### src/rtl/irq_status_pkg.sv
package irq_status_pkg;
  localparam int STAT_W  = 8;
  localparam int N_CH    = 4;
  localparam int BIT_CKF = 4;
  localparam int BIT_PCM = 5;
  localparam int BIT_TMO = 6;
  localparam int BIT_RSV = 7;
  localparam int ST_BIT_GIO = 0;
  localparam int ST_BIT_CS  = 2;
endpackage

### src/rtl/irq_latch_bit.sv
module irq_latch_bit (
  input  logic clk,
  input  logic rst_n,
  input  logic set_i,
  input  logic clr_i,
  output logic q_o
);
  always_ff @(posedge clk or negedge rst_n) begin
    if (!rst_n)      q_o <= 1'b0;
    else if (set_i)  q_o <= 1'b1;
    else if (clr_i)  q_o <= 1'b0;
  end


  set_wins_chk: assert property (@(posedge clk) disable iff (!rst_n)
    set_i |=> q_o);

  clear_takes_chk: assert property (@(posedge clk) disable iff (!rst_n)
    (clr_i && !set_i) |=> !q_o);

  hold_chk: assert property (@(posedge clk) disable iff (!rst_n)
    (!set_i && !clr_i) |=> $stable(q_o));
endmodule

### src/rtl/irq_chan_map.sv
module irq_chan_map #(
  parameter int GIO_W = 12,
  parameter int CS_W  = 4
) (
  input  logic                                 mode_static,
  input  logic [irq_status_pkg::N_CH-1:0]      ch_req,
  input  logic [GIO_W-1:0]                     gio_req,
  input  logic [CS_W-1:0]                      cs_req,
  input  logic [irq_status_pkg::N_CH-1:0]      io_rd,
  input  logic [irq_status_pkg::N_CH-1:0]      mask,
  output logic [irq_status_pkg::N_CH-1:0]      set_o,
  output logic [irq_status_pkg::N_CH-1:0]      clr_o
);
  import irq_status_pkg::*;

  logic gio_any, cs_any;
  assign gio_any = |gio_req;
  assign cs_any  = |cs_req;

  for (genvar n = 0; n < N_CH; n++) begin : g_ch
    logic dyn_set, dyn_clr, st_set, st_clr;
    assign dyn_set = ch_req[n] & ~mask[n];
    assign dyn_clr = io_rd[n] | mask[n];
    if (n == ST_BIT_GIO) begin : g_gio
      assign st_set = gio_any;
      assign st_clr = io_rd[n];
    end else if (n == ST_BIT_CS) begin : g_cs
      assign st_set = cs_any;
      assign st_clr = io_rd[n];
    end else begin : g_unused
      assign st_set = 1'b0;
      assign st_clr = 1'b1;
    end
    assign set_o[n] = mode_static ? st_set : dyn_set;
    assign clr_o[n] = mode_static ? st_clr : dyn_clr;
  end
endmodule

### src/rtl/irq_status_reg.sv
module irq_status_reg #(
  parameter int GIO_W = 12,
  parameter int CS_W  = 4
) (
  input  logic             clk,
  input  logic             rst_n,
  input  logic             mode_static,
  input  logic [3:0]       ch_req,
  input  logic [GIO_W-1:0] gio_req,
  input  logic [CS_W-1:0]  cs_req,
  input  logic [3:0]       io_rd,
  input  logic [3:0]       mask,
  input  logic             tmo_cause,
  input  logic             ckf_cause,
  input  logic             pcm_rx_rdy,
  input  logic             pcm_tx_req,
  input  logic             pcm_acc,
  input  logic             stat_rd,
  output logic [7:0]       stat,
  output logic             irq
);
  import irq_status_pkg::*;

  logic [N_CH-1:0] ch_set, ch_clr;
  logic [STAT_W-1:0] set_v, clr_v, q_v;

  irq_chan_map #(.GIO_W(GIO_W), .CS_W(CS_W)) u_map (
    .mode_static (mode_static),
    .ch_req      (ch_req),
    .gio_req     (gio_req),
    .cs_req      (cs_req),
    .io_rd       (io_rd),
    .mask        (mask),
    .set_o       (ch_set),
    .clr_o       (ch_clr)
  );

  always_comb begin
    set_v = '0;
    clr_v = '0;
    set_v[N_CH-1:0] = ch_set;
    clr_v[N_CH-1:0] = ch_clr;
    set_v[BIT_TMO]  = tmo_cause;
    clr_v[BIT_TMO]  = stat_rd & ~tmo_cause;
    set_v[BIT_CKF]  = ckf_cause;
    clr_v[BIT_CKF]  = stat_rd & ~ckf_cause;
    set_v[BIT_PCM]  = pcm_rx_rdy | pcm_tx_req;
    clr_v[BIT_PCM]  = pcm_acc;
  end

  for (genvar b = 0; b < STAT_W; b++) begin : g_bit
    if (b == BIT_RSV) begin : g_rsv
      assign q_v[b] = 1'b0;
    end else begin : g_lat
      irq_latch_bit u_lat (
        .clk   (clk),
        .rst_n (rst_n),
        .set_i (set_v[b]),
        .clr_i (clr_v[b]),
        .q_o   (q_v[b])
      );
    end
  end

  assign stat = q_v;
  assign irq  = |q_v;


  static_zero_chk: assert property (@(posedge clk) disable iff (!rst_n)
    mode_static |=> (!stat[1] && !stat[3]));

  tmo_cause_chk: assert property (@(posedge clk) disable iff (!rst_n)
    tmo_cause |=> stat[BIT_TMO]);

  ckf_cause_chk: assert property (@(posedge clk) disable iff (!rst_n)
    ckf_cause |=> stat[BIT_CKF]);

  for (genvar n = 0; n < N_CH; n++) begin : g_mchk

    masked_low_chk: assert property (@(posedge clk) disable iff (!rst_n)
      (!mode_static && mask[n]) |=> !stat[n]);
  end
endmodule

### config.mk
export PLATFORM = sky130hd
export DESIGN_NAME = irq_status_reg
export DESIGN_NICKNAME = d
export VERILOG_FILES = /design/src/rtl/irq_status_pkg.sv /design/src/rtl/irq_latch_bit.sv /design/src/rtl/irq_chan_map.sv /design/src/rtl/irq_status_reg.sv
export SDC_FILE = /design/constraint.sdc
export NUM_CORES = 1
export LEC_CHECK = 0
export ABC_AREA = 1
export CAP_MARGIN = 20
export CORE_UTILIZATION = 30
export CTS_CLUSTER_SIZE = 30
export DETAILED_ROUTE_END_ITERATION = 10
export PLACE_DENSITY = 0.8
export SLEW_MARGIN = 0
export SYNTH_ARGS = -nofsm -noshare
export SYNTH_HDL_FRONTEND = slang
export SYNTH_SLANG_ARGS = --single-unit
### constraint.sdc
create_clock -name clk -period 1.3 [get_ports clk]
set_input_delay 0.26 -clock clk [delete_from_list [all_inputs] [get_ports clk]]
set_output_delay 0.26 -clock clk [all_outputs]
set_load 0.1 [all_outputs]
==> flow_summary_export.csv <==
group,metric,value,unit
global_route,grt_max_degree,8,
clock_network,cts_max_path_buffers,2,
global_route,grt_pass1_wl,1911,um
setup_path,critPathKind,"reg -> out",
final_layout,nNetsFinal,150,
global_route,met3_usage,0.04891,
power,power_frac_clock,0.255,
sta,fmax,687.3,MHz
final_layout,fillCellCount,104,
synth,seq_area_frac_synth,0.3867,
setup_path,endpoint_kind,"output pin",
flow_run,drv_cap,0,
floorplanning,fp-row-count,13,
global_route,met1_usage,0.1593,
synth,synth_cell_types,13,
final_layout,stdcell_count,127,
sta,hold_viol_final,0,
power,irDropWorstVdd,0.0003586,V
floorplanning,io_pins,46,
clock_network,cts.reportedPaths.clkPinSlew,0.06,ns
synth,synth_commonest_cells,"12 x inv_1, 12 x nand2_1, 12 x nor2_1",
route,wirelength,1280,um
power,p_switching,0.2679,mW
global_route,overflow,0,
synth,postSynthCellCount,66,
setup_path,critPathRequiredTime,1.04,ns
global_route,antenna_found_initial,0,
setup_path,crit_fanout,2,
setup_path,max_stage_delay,0.39,ns
synth,async_reset_ff_frac,1.000,
route,first_pass_iters,4,
clock_network,hold_buffers,0,
worst_hold_path,min_path_type,"in -> async",
clock_network,cts_tree,"done",
placement,dp_hpwl,1124,um
sta,period_needed,1.455,ns
sta,holdWs,0.2610,ns
setup_path,cp.arrival,1.19,ns
power,seq_power_share,0.308,
route,ant_nets,0,
sta,skew,0,ns
route,drt_iter0_markers,3,
clock_network,htreeDepth,1,
synth,synth_area_leaders,"dfrtp_1 39%, buf_4 13%, inv_1 9.9%",
power,p_leak,0.4885,nW
sta,setup_ws,-0.1550,ns
placement,port_buffers,44,
floorplanning,start_util,0.3355,
floorplanning,die_h,40.86,um
clock_network,cts.sinks,7,
synth,syn_area,452.9,um2
power,p_comb_frac,0.436,
clock_network,clock_latency,0.25,ns
route,vias_per_cell,4.299,
clock_network,numCtsBuffers,3,
setup_path,slowest_stage,"dfrtp_1",
power,power.density,784.3,mW/mm2
floorplanning,dieArea,0.001669,mm2
synth,synth-edff-count,0,
floorplanning,die_w,40.86,um
final_layout,drive_gt1_frac,0.1786,
route,vias,546,
final_layout,largest_reg_flops,7,
setup_path,critPathLaunchType,"flip-flop",
power,switching_share,0.3374,
sta,fin_crit_sh,1.119,
sta,setup_viol,2,
global_route,track_usage,0.1775,
synth,yosys.area.top_type,"dfrtp_1",
power,internal_power,0.5260,mW
synth,syn_avg_cell_area,6.863,um2
floorplanning,core,0.001350,mm2
route,wire_per_inst,10.08,um
sta,finalMaxSlewViolations,0,
synth,synth_nets,103,
final_layout,diodes,0,
setup_path,worstPathCellList,"nor3_2, nand4_1, buf_12",
sta,rsz0062_at_grt,"yes",
route,drc,0,
global_route,met2_usage,0.3477,
final_layout,regMostFlops,"g_bit.g_lat.u_lat.q_o",
run_status,outcome,"finished, violations left",
global_route,top_usage_layer,"met2",
clock_network,cts_root_buf,"clkbuf_4",
final_layout,reg.largest.list,"g_bit.g_lat.u_lat.q_o (7)",
synth,yosys_register_bits,7,
global_route,first_global_vias,510,
synth,yosysWarnings,0,
power,report.power.total,0.7939,mW
final_layout,area_delta_synth_final,123.5,%
synth,synth_top_area_share,0.3867,
run_status,violations,"setup timing",
placement,dp_cells,122,
synth,ys.flop_type,"dfrtp_1",
placement,gp_congestion,0.7561,
-- worst paths after layout --
kind / from / endpoint / slack [ns] / cells past startpoint
setup / recovery: g_bit[4].g_lat.u_lat.q_o$_DFFE_PN0P_ / irq / -0.15 / 3
hold / removal: rst_n / g_bit[6].g_lat.u_lat.q_o$_DFFE_PN0P_ / 0.26 / 1
setup reg to reg: g_bit[0].g_lat.u_lat.q_o$_DFFE_PN0P_ / g_bit[0].g_lat.u_lat.q_o$_DFFE_PN0P_ / 0.26 / 7
hold reg to reg: g_bit[6].g_lat.u_lat.q_o$_DFFE_PN0P_ / g_bit[6].g_lat.u_lat.q_o$_DFFE_PN0P_ / 0.59 / 2
max in group asynchronous: rst_n / g_bit[3].g_lat.u_lat.q_o$_DFFE_PN0P_ / 0.81 / 1
min in group clk: mask[1] / g_bit[1].g_lat.u_lat.q_o$_DFFE_PN0P_ / 0.55 / 2
-- area by class of cell --
| class | instances | area, um2 | share of cell area |
|---|---|---|---|
| clock buffers | 4 | 26.28 | 0.02596 |
| repair buffers | 50 | 569.3 | 0.5624 |
| multi-input cells | 38 | 173.9 | 0.1718 |
| inverters | 13 | 48.80 | 0.04821 |
| flip-flops and latches | 7 | 175.2 | 0.1731 |
| well taps | 15 | 18.77 | 0.01854 |
-- critical path: cells and delay by family (launching register included) --
| family | cells | cell delay, ns |
|---|---|---|
| and+or+nand+nor | 2 | 0.34 |
| buffers and inverters | 1 | 0.20 |
| DFF | 1 | 0.39 |
-- layout by cell type (no fill, tap or decap) --
cell / synthesis / routed
a21oi_1: 3 / 3
buf_12: 0 / 8
buf_4: 8 / 5
buf_6: 0 / 1
clkbuf_1: 0 / 1
clkbuf_4: 0 / 3
clkdlybuf4s50_1: 0 / 36
conb_1: 1 / 1
dfrtp_1: 7 / 7
inv_1: 12 / 12
inv_2: 1 / 1
nand2_1: 12 / 12
nand4_1: 1 / 1
nor2_1: 12 / 12
nor2_2: 1 / 1
nor3_1: 3 / 2
nor3_2: 0 / 1
o21ai_0: 2 / 2
o21bai_1: 3 / 3
-- power groups by stage --
stage | Sequential (mW) | Combinational (mW) | Clock, mW
after floorplan | 0.242 | 0.171 | 0
after global placement | 0.247 | 0.338 | 0
after global routing | 0.247 | 0.368 | 0.215
after detailed placement | 0.248 | 0.342 | 0
final | 0.245 | 0.347 | 0.203
after CTS | 0.245 | 0.344 | 0.206
-- cells by family (layout without fill, tap and decap cells) --
| family | Yosys count | in the layout | synth area share |
|---|---|---|---|
| buffers and inverters | 21 | 67 | 0.2403 |
| AO/OA/AOI/OAI | 8 | 8 | 0.1050 |
| AND/OR/NAND/NOR | 29 | 29 | 0.2597 |
| other | 1 | 1 | 0.008279 |
| flip-flops | 7 | 7 | 0.3867 |
-- metrics by stage --
step / setup WS, ns / utilization / area, um2 / TNS (ns)
final: -0.1550 / 0.7498 / 1012 / -0.1606
after global routing: -0.2066 / 0.7498 / 1012 / -0.2357
after CTS: -0.1620 / 0.7414 / 1001 / -0.1620
after detailed placement: -0.03457 / 0.7183 / 969.7 / -0.03457
after global placement: 0.03160 / 0.7183 / 969.7 / 0
after floorplan: -0.4093 / - / 452.9 / -0.4093
-- what timing repair did --
action | CTS | global route
setup endpoints to repair | 1 | 1
gates resized for setup | 1 | 1
buffers inserted | 0 | 1
pin swaps | 1 | 2
-- metal layers --
layer / wire, um / vias to the layer above
met3: 121 / 2
met2: 694 / 29
met1: 459 / 236
met4: 4 / 0
li1: - / 279
met5: 0 / -
Power figures use the tool's default switching activity.
